==> src/rtl/phy_test_seq_pkg.sv <==
package phy_test_seq_pkg;

  // One state per held output step.
  typedef enum logic [3:0] {
    ST_IDLE,
    ST_CLK_HI,
    ST_CODE,
    ST_EN_HI,
    ST_CLK_LO,
    ST_EN_LO,
    ST_BCLK_LO,
    ST_BYTE,
    ST_BCLK_HI
  } seq_state_t;

  // Strobes from the control to the datapath.
  typedef struct packed {
    logic loadCode;
    logic clkHigh;
    logic clkLow;
    logic enHigh;
    logic enLow;
    logic driveCode;
    logic driveByte;
  } seq_strobe_t;

endpackage

==> src/rtl/phy_test_seq_ctrl.sv <==
module phy_test_seq_ctrl
  import phy_test_seq_pkg::*;
#(
  parameter int CNT_W  = 4,
  parameter int STEP_W = 4
) (
  input  logic              clk,
  input  logic              rstN,
  input  logic              cmdValid,
  input  logic [CNT_W-1:0]  cmdCount,
  input  logic [STEP_W-1:0] stepLen,
  input  logic              bufEmpty,
  output logic              cmdReady,
  output logic              done,
  output seq_strobe_t       strobe
);

  localparam logic [STEP_W-1:0] ONE_STEP = STEP_W'(1);

  seq_state_t        curState, nextState;
  logic [STEP_W-1:0] holdCnt;
  logic [STEP_W-1:0] holdReload;
  logic [CNT_W-1:0]  remain;
  logic              stepDone;
  logic              loadHold;
  logic              finish;
  logic              acceptCmd;
  logic              byteSent;
  logic [STEP_W-1:0] acceptLen;

  assign stepDone  = (holdCnt == '0);
  assign cmdReady  = (curState == ST_IDLE);
  assign acceptCmd = cmdReady && cmdValid;
  assign acceptLen = ((stepLen == '0) ? ONE_STEP : stepLen) - ONE_STEP;

  always_comb begin
    strobe    = '0;
    nextState = curState;
    loadHold  = 1'b0;
    finish    = 1'b0;
    byteSent  = 1'b0;
    unique case (curState)
      ST_IDLE: if (cmdValid) begin
        strobe.loadCode = 1'b1;
        strobe.clkHigh  = 1'b1;
        nextState       = ST_CLK_HI;
        loadHold        = 1'b1;
      end
      ST_CLK_HI: if (stepDone) begin
        strobe.driveCode = 1'b1;
        nextState        = ST_CODE;
        loadHold         = 1'b1;
      end
      ST_CODE: if (stepDone) begin
        strobe.enHigh = 1'b1;
        nextState     = ST_EN_HI;
        loadHold      = 1'b1;
      end
      ST_EN_HI: if (stepDone) begin
        strobe.clkLow = 1'b1;
        nextState     = ST_CLK_LO;
        loadHold      = 1'b1;
      end
      ST_CLK_LO: if (stepDone) begin
        strobe.enLow = 1'b1;
        nextState    = ST_EN_LO;
        loadHold     = 1'b1;
      end
      ST_EN_LO: if (stepDone) begin
        if (remain == '0) begin
          finish    = 1'b1;
          nextState = ST_IDLE;
        end else begin
          strobe.clkLow = 1'b1;
          nextState     = ST_BCLK_LO;
          loadHold      = 1'b1;
        end
      end
      ST_BCLK_LO: if (stepDone && !bufEmpty) begin
        strobe.driveByte = 1'b1;
        nextState        = ST_BYTE;
        loadHold         = 1'b1;
      end
      ST_BYTE: if (stepDone) begin
        strobe.clkHigh = 1'b1;
        nextState      = ST_BCLK_HI;
        loadHold       = 1'b1;
      end
      ST_BCLK_HI: if (stepDone) begin
        byteSent = 1'b1;
        if (remain == CNT_W'(1)) begin
          finish    = 1'b1;
          nextState = ST_IDLE;
        end else begin
          strobe.clkLow = 1'b1;
          nextState     = ST_BCLK_LO;
          loadHold      = 1'b1;
        end
      end
      default: nextState = ST_IDLE;
    endcase
  end

  always_ff @(posedge clk) begin
    if (!rstN) begin
      curState   <= ST_IDLE;
      holdCnt    <= '0;
      holdReload <= '0;
      remain     <= '0;
      done       <= 1'b0;
    end else begin
      curState <= nextState;
      done     <= finish;
      if (acceptCmd) begin
        holdReload <= acceptLen;
        holdCnt    <= acceptLen;
        remain     <= cmdCount;
      end else begin
        if (loadHold)
          holdCnt <= holdReload;
        else if (!stepDone)
          holdCnt <= holdCnt - ONE_STEP;
        if (byteSent)
          remain <= remain - CNT_W'(1);
      end
    end
  end

endmodule

==> src/rtl/phy_test_seq_dp.sv <==
module phy_test_seq_dp
  import phy_test_seq_pkg::*;
#(
  parameter int DATA_W    = 8,
  parameter int BUF_DEPTH = 4
) (
  input  logic              clk,
  input  logic              rstN,
  input  seq_strobe_t       strobe,
  input  logic [DATA_W-1:0] cmdCode,
  input  logic              bufPush,
  input  logic [DATA_W-1:0] bufData,
  output logic              bufFull,
  output logic              bufEmpty,
  output logic              testClk,
  output logic              testEn,
  output logic [DATA_W-1:0] testDin
);

  localparam int PTR_W = $clog2(BUF_DEPTH);

  logic [DATA_W-1:0] bufMem [BUF_DEPTH];
  logic [PTR_W:0]    wrPtr, rdPtr;
  logic [DATA_W-1:0] codeReg;
  logic              pushOk;

  assign bufEmpty = (wrPtr == rdPtr);
  assign bufFull  = (wrPtr[PTR_W] != rdPtr[PTR_W]) &&
                    (wrPtr[PTR_W-1:0] == rdPtr[PTR_W-1:0]);
  assign pushOk   = bufPush && !bufFull;

  always_ff @(posedge clk) begin
    if (pushOk)
      bufMem[wrPtr[PTR_W-1:0]] <= bufData;
  end

  always_ff @(posedge clk) begin
    if (!rstN) begin
      wrPtr   <= '0;
      rdPtr   <= '0;
      codeReg <= '0;
      testClk <= 1'b1;
      testEn  <= 1'b0;
      testDin <= '0;
    end else begin
      if (pushOk)
        wrPtr <= wrPtr + 1'b1;
      if (strobe.driveByte)
        rdPtr <= rdPtr + 1'b1;
      if (strobe.loadCode)
        codeReg <= cmdCode;
      if (strobe.clkHigh)
        testClk <= 1'b1;
      else if (strobe.clkLow)
        testClk <= 1'b0;
      if (strobe.enHigh)
        testEn <= 1'b1;
      else if (strobe.enLow)
        testEn <= 1'b0;
      if (strobe.driveCode)
        testDin <= codeReg;
      else if (strobe.driveByte)
        testDin <= bufMem[rdPtr[PTR_W-1:0]];
    end
  end

endmodule

==> src/rtl/phy_test_seq.sv <==
module phy_test_seq
  import phy_test_seq_pkg::*;
#(
  parameter int DATA_W    = 8,
  parameter int CNT_W     = 4,
  parameter int STEP_W    = 4,
  parameter int BUF_DEPTH = 4
) (
  input  logic              clk,
  input  logic              rstN,
  input  logic              cmdValid,
  output logic              cmdReady,
  input  logic [DATA_W-1:0] cmdCode,
  input  logic [CNT_W-1:0]  cmdCount,
  input  logic [STEP_W-1:0] stepLen,
  input  logic              bufPush,
  input  logic [DATA_W-1:0] bufData,
  output logic              bufFull,
  output logic              testClk,
  output logic              testEn,
  output logic [DATA_W-1:0] testDin,
  output logic              done
);

  seq_strobe_t strobe;
  logic        bufEmpty;

  phy_test_seq_ctrl #(.CNT_W(CNT_W), .STEP_W(STEP_W)) u_ctrl (
    .clk      (clk),
    .rstN     (rstN),
    .cmdValid (cmdValid),
    .cmdCount (cmdCount),
    .stepLen  (stepLen),
    .bufEmpty (bufEmpty),
    .cmdReady (cmdReady),
    .done     (done),
    .strobe   (strobe)
  );

  phy_test_seq_dp #(.DATA_W(DATA_W), .BUF_DEPTH(BUF_DEPTH)) u_dp (
    .clk      (clk),
    .rstN     (rstN),
    .strobe   (strobe),
    .cmdCode  (cmdCode),
    .bufPush  (bufPush),
    .bufData  (bufData),
    .bufFull  (bufFull),
    .bufEmpty (bufEmpty),
    .testClk  (testClk),
    .testEn   (testEn),
    .testDin  (testDin)
  );

endmodule

==> config.mk <==
export PLATFORM = sky130hd
export DESIGN_NAME = phy_test_seq
export DESIGN_NICKNAME = d
export VERILOG_FILES = /design/src/rtl/phy_test_seq_pkg.sv /design/src/rtl/phy_test_seq_ctrl.sv /design/src/rtl/phy_test_seq_dp.sv /design/src/rtl/phy_test_seq.sv
export SDC_FILE = /design/constraint.sdc
export NUM_CORES = 1
export LEC_CHECK = 0
export BUFFER_PORTS_ARGS = -buffer_cell sky130_fd_sc_hd__buf_2
export CAP_MARGIN = 0
export CORE_MARGIN = 2
export CORE_UTILIZATION = 55
export DETAILED_ROUTE_END_ITERATION = 10
export PLACE_DENSITY = 0.76
export SYNTH_ARGS = -nofsm -noshare
export SYNTH_HDL_FRONTEND = slang
export SYNTH_SLANG_ARGS = --single-unit
==> constraint.sdc <==
create_clock -name clk -period 2.5 [get_ports clk]
set_input_delay 0.375 -clock clk [delete_from_list [all_inputs] [get_ports clk]]
set_output_delay 0.375 -clock clk [all_outputs]
set_load 0.02 [all_outputs]
==> metrics.yaml <==
status: "finished clean"
die_w_um: 82.6
synth-xor-area-share: 0.0387
synth_mux_area_frac: 0.0833
path_max_fanout: 13
core_area_um2: 5960
max_freq_mhz: 449
via_per_inst: 5.76
synth_area_leader_cell: "edfxtp_1"
io_pins: 41
track_usage: 0.212
fillers: 478
cts.clk_slew.worst_paths_ns: 0.08
combPwrFrac: 0.306
syn_nets: 347
yosysSeqAreaShare: 0.536
route.vias.total: 2476
synth_top_family_by_area: "simple AND/OR/NAND/NOR gates"
cts.sinks: 75
drtPass1Iterations: 5
p_total_uw: 3660
antenna_found_initial: 0
cp.required_ns: 2.78
synth_top_area_frac: 0.283
cts-root-buf: "clkbuf_8"
post_cts.repair.setup_buffers: 0
skew_ns: 0.00837
antenna-diode-count: 0
start_util: 0.570
finalSetupTns_ns: 0
yosysWarnings: 0
drc: 0
netlist_area_um2: 3400
antenna_left: 0
grt_overflow: 0
area_growth_pct: 13.9
cts_buffer_depth: 2
seqPwrFrac: 0.442
ys_types: 49
layout_min_cycle_time_ns: 2.23
synthCells: 309
rsz0062_at_grt: "false"
drive_gt1_frac: 0.220
cts_buffers: 9
cts_tree: "built"
drv_cap: 0
synth_edf_count: 32
yosys.area_share.simple: 0.148
yosys_register_bits: 75
layout_commonest_cell: "dfxtp_1"
grt_start_max_net_pins: 35
ir_worst_vdd_uv: 659
rows: 28
drt-total-wl_um: 6690
hpwl_um: 4610
final-setup-viol-count: 0
crit_arrival_ns: 2.50
drtIter0Drc: 151
grt_pass1_vias: 2272
synth_area_leaders: "edfxtp_1, dfxtp_1, mux4_2"
dieHeight_um: 82.6
synth-compound-area-share: 0.120
multi_input_area_um2: 1450
gp_congestion: 0.824
synth_fa_ha_area_frac: 0.0368
async_reset_ff_frac: 0
htree_levels: 3
worstSetupStartpointType: "flop"
finalCritPeriodShare: 0.890
crit_type: "flop to flop"
layout_common_cells: "dfxtp_1, buf_2, nand2_1"
avgSynthCellArea_um2: 11.0
hold_viol_final: 0
p_switching_uw: 1270
leakagePower_uw: 0.00144
relSlewSlack: 0.642
post_drt_wl_per_cell_um: 15.6
cts_hold_buf: 0
dieArea_um2: 6820
hold_path_class: "primary input to flop"
crit_path_end_kind: "flop"
nets: 388
cts-resized-gates: 0
clkLatencyLatePin_ns: 0.34
power_density_nw_per_um2: 946
internal_power_uw: 2390
regArea_um2: 1820
tightest_slew_ns: 0.533
slew_violations: 0
grt_first_pass_wirelength_um: 10600
pwr-share-clk: 0.252
switching_share: 0.347
synth_ff_type: "dfxtp_1"
io_buffer_count: 40
[path summary, 6_finish.rpt]
path                            depth (start not counted)              start                 end  slack (ns)
worst max-delay path                                    7  u_ctrl.holdCnt[0]  u_ctrl.curState[1]        0.27
worst min-delay path                                    1         bufData[0]   u_dp.bufMem[3][0]        0.24
worst min register to register                          2    u_dp.codeReg[0]     u_dp.codeReg[0]        0.46
worst max register to register                          7  u_ctrl.holdCnt[0]  u_ctrl.curState[1]        0.27
[cell families (layout without fill, tap and decap cells)]
| group | Yosys count | count (layout) |
|---|---|---|
| flip-flops | 75 | 75 |
| buffers and inverters | 29 | 75 |
| AO/OA/AOI/OAI | 58 | 58 |
| AND/OR/NAND/NOR | 104 | 104 |
| XOR/XNOR | 15 | 15 |
| multiplexers | 18 | 18 |
| adder cells (fa/ha/maj) | 10 | 10 |
[power by group through the flow]
stage          Sequential (uW)  Clock (uW)  Combinational [uW]
2_1_floorplan             1630           0                 843
3_3_place_gp              1640           0                1090
3_5_place_dp              1640           0                1110
4_1_cts                   1620         941                1120
5_1_grt                   1650         988                1240
6_report                  1620         922                1120
[registers in the layout (all words and copies together) (netlist names), 3 cells and up, named ones only]
signal and cells:
u_dp.codeReg 8, u_dp.bufMem 32, u_ctrl.holdReload 4, u_ctrl.remain 4
u_dp.rdPtr 3, u_dp.testDin 8, u_ctrl.curState 4, u_dp.wrPtr 3
u_ctrl.holdCnt 4
[critical path: stages (launching register included)]
cell and delay, ns:
dfxtp_1 0.34, inv_1 0.08, ha_1 0.22, or3b_2 0.59
a221oi_1 0.36, a32oi_1 0.19, mux2_2 0.30, nor2_1 0.08
[cell type report]
type,count,share of cell area
inverter,13,0.0126
timing repair buffer,46,0.0666
clock inverter,7,0.0194
multi-input combinational,205,0.374
clock buffer,9,0.0320
sequential,75,0.471
tap,75,0.0243
[cells in the mapped netlist (2+ instances only)]
cell type and count:
mux2i_1 8, nand3_1 8, inv_1 12, or4_1 2, or3_1 2, o21a_1 2, dfxtp_1 43, nor2_1 31
buf_1 2, mux4_2 8, ha_1 10, or3b_2 2, xnor2_1 8, a31oi_1 3, o21ai_0 6, mux2_2 2
xor2_1 7, buf_2 5, nor4_1 3, nor3b_1 4, nor3_1 7, a21oi_1 19, a211oi_1 14, clkbuf_1 8
and2_1 5, edfxtp_1 32, a221oi_1 2, nand2_1 33
[stage by stage]
step	utilization	setup WS [ns]	instance area [um2]	std cells	hold WS, ns
floorplan	-	0.295	3400	309	0.437
global placement	0.616	0.374	3670	414	0.449
detailed placement	0.616	0.329	3670	414	0.454
CTS	0.650	0.315	3870	430	0.232
global route	0.650	0.171	3870	430	0.227
finish	0.650	0.275	3870	430	0.240
[metal layers]
| metal | track usage | vias up | routed length, um |
|---|---|---|---|
| met5 | 0 | - | 0 |
| met4 | 0.0787 | 0 | 83 |
| met3 | 0.0587 | 9 | 311 |
| met2 | 0.352 | 70 | 3350 |
| met1 | 0.264 | 1183 | 2950 |
| li1 | - | 1214 | - |
No activity file was read; power rests on OpenSTA's default activity.
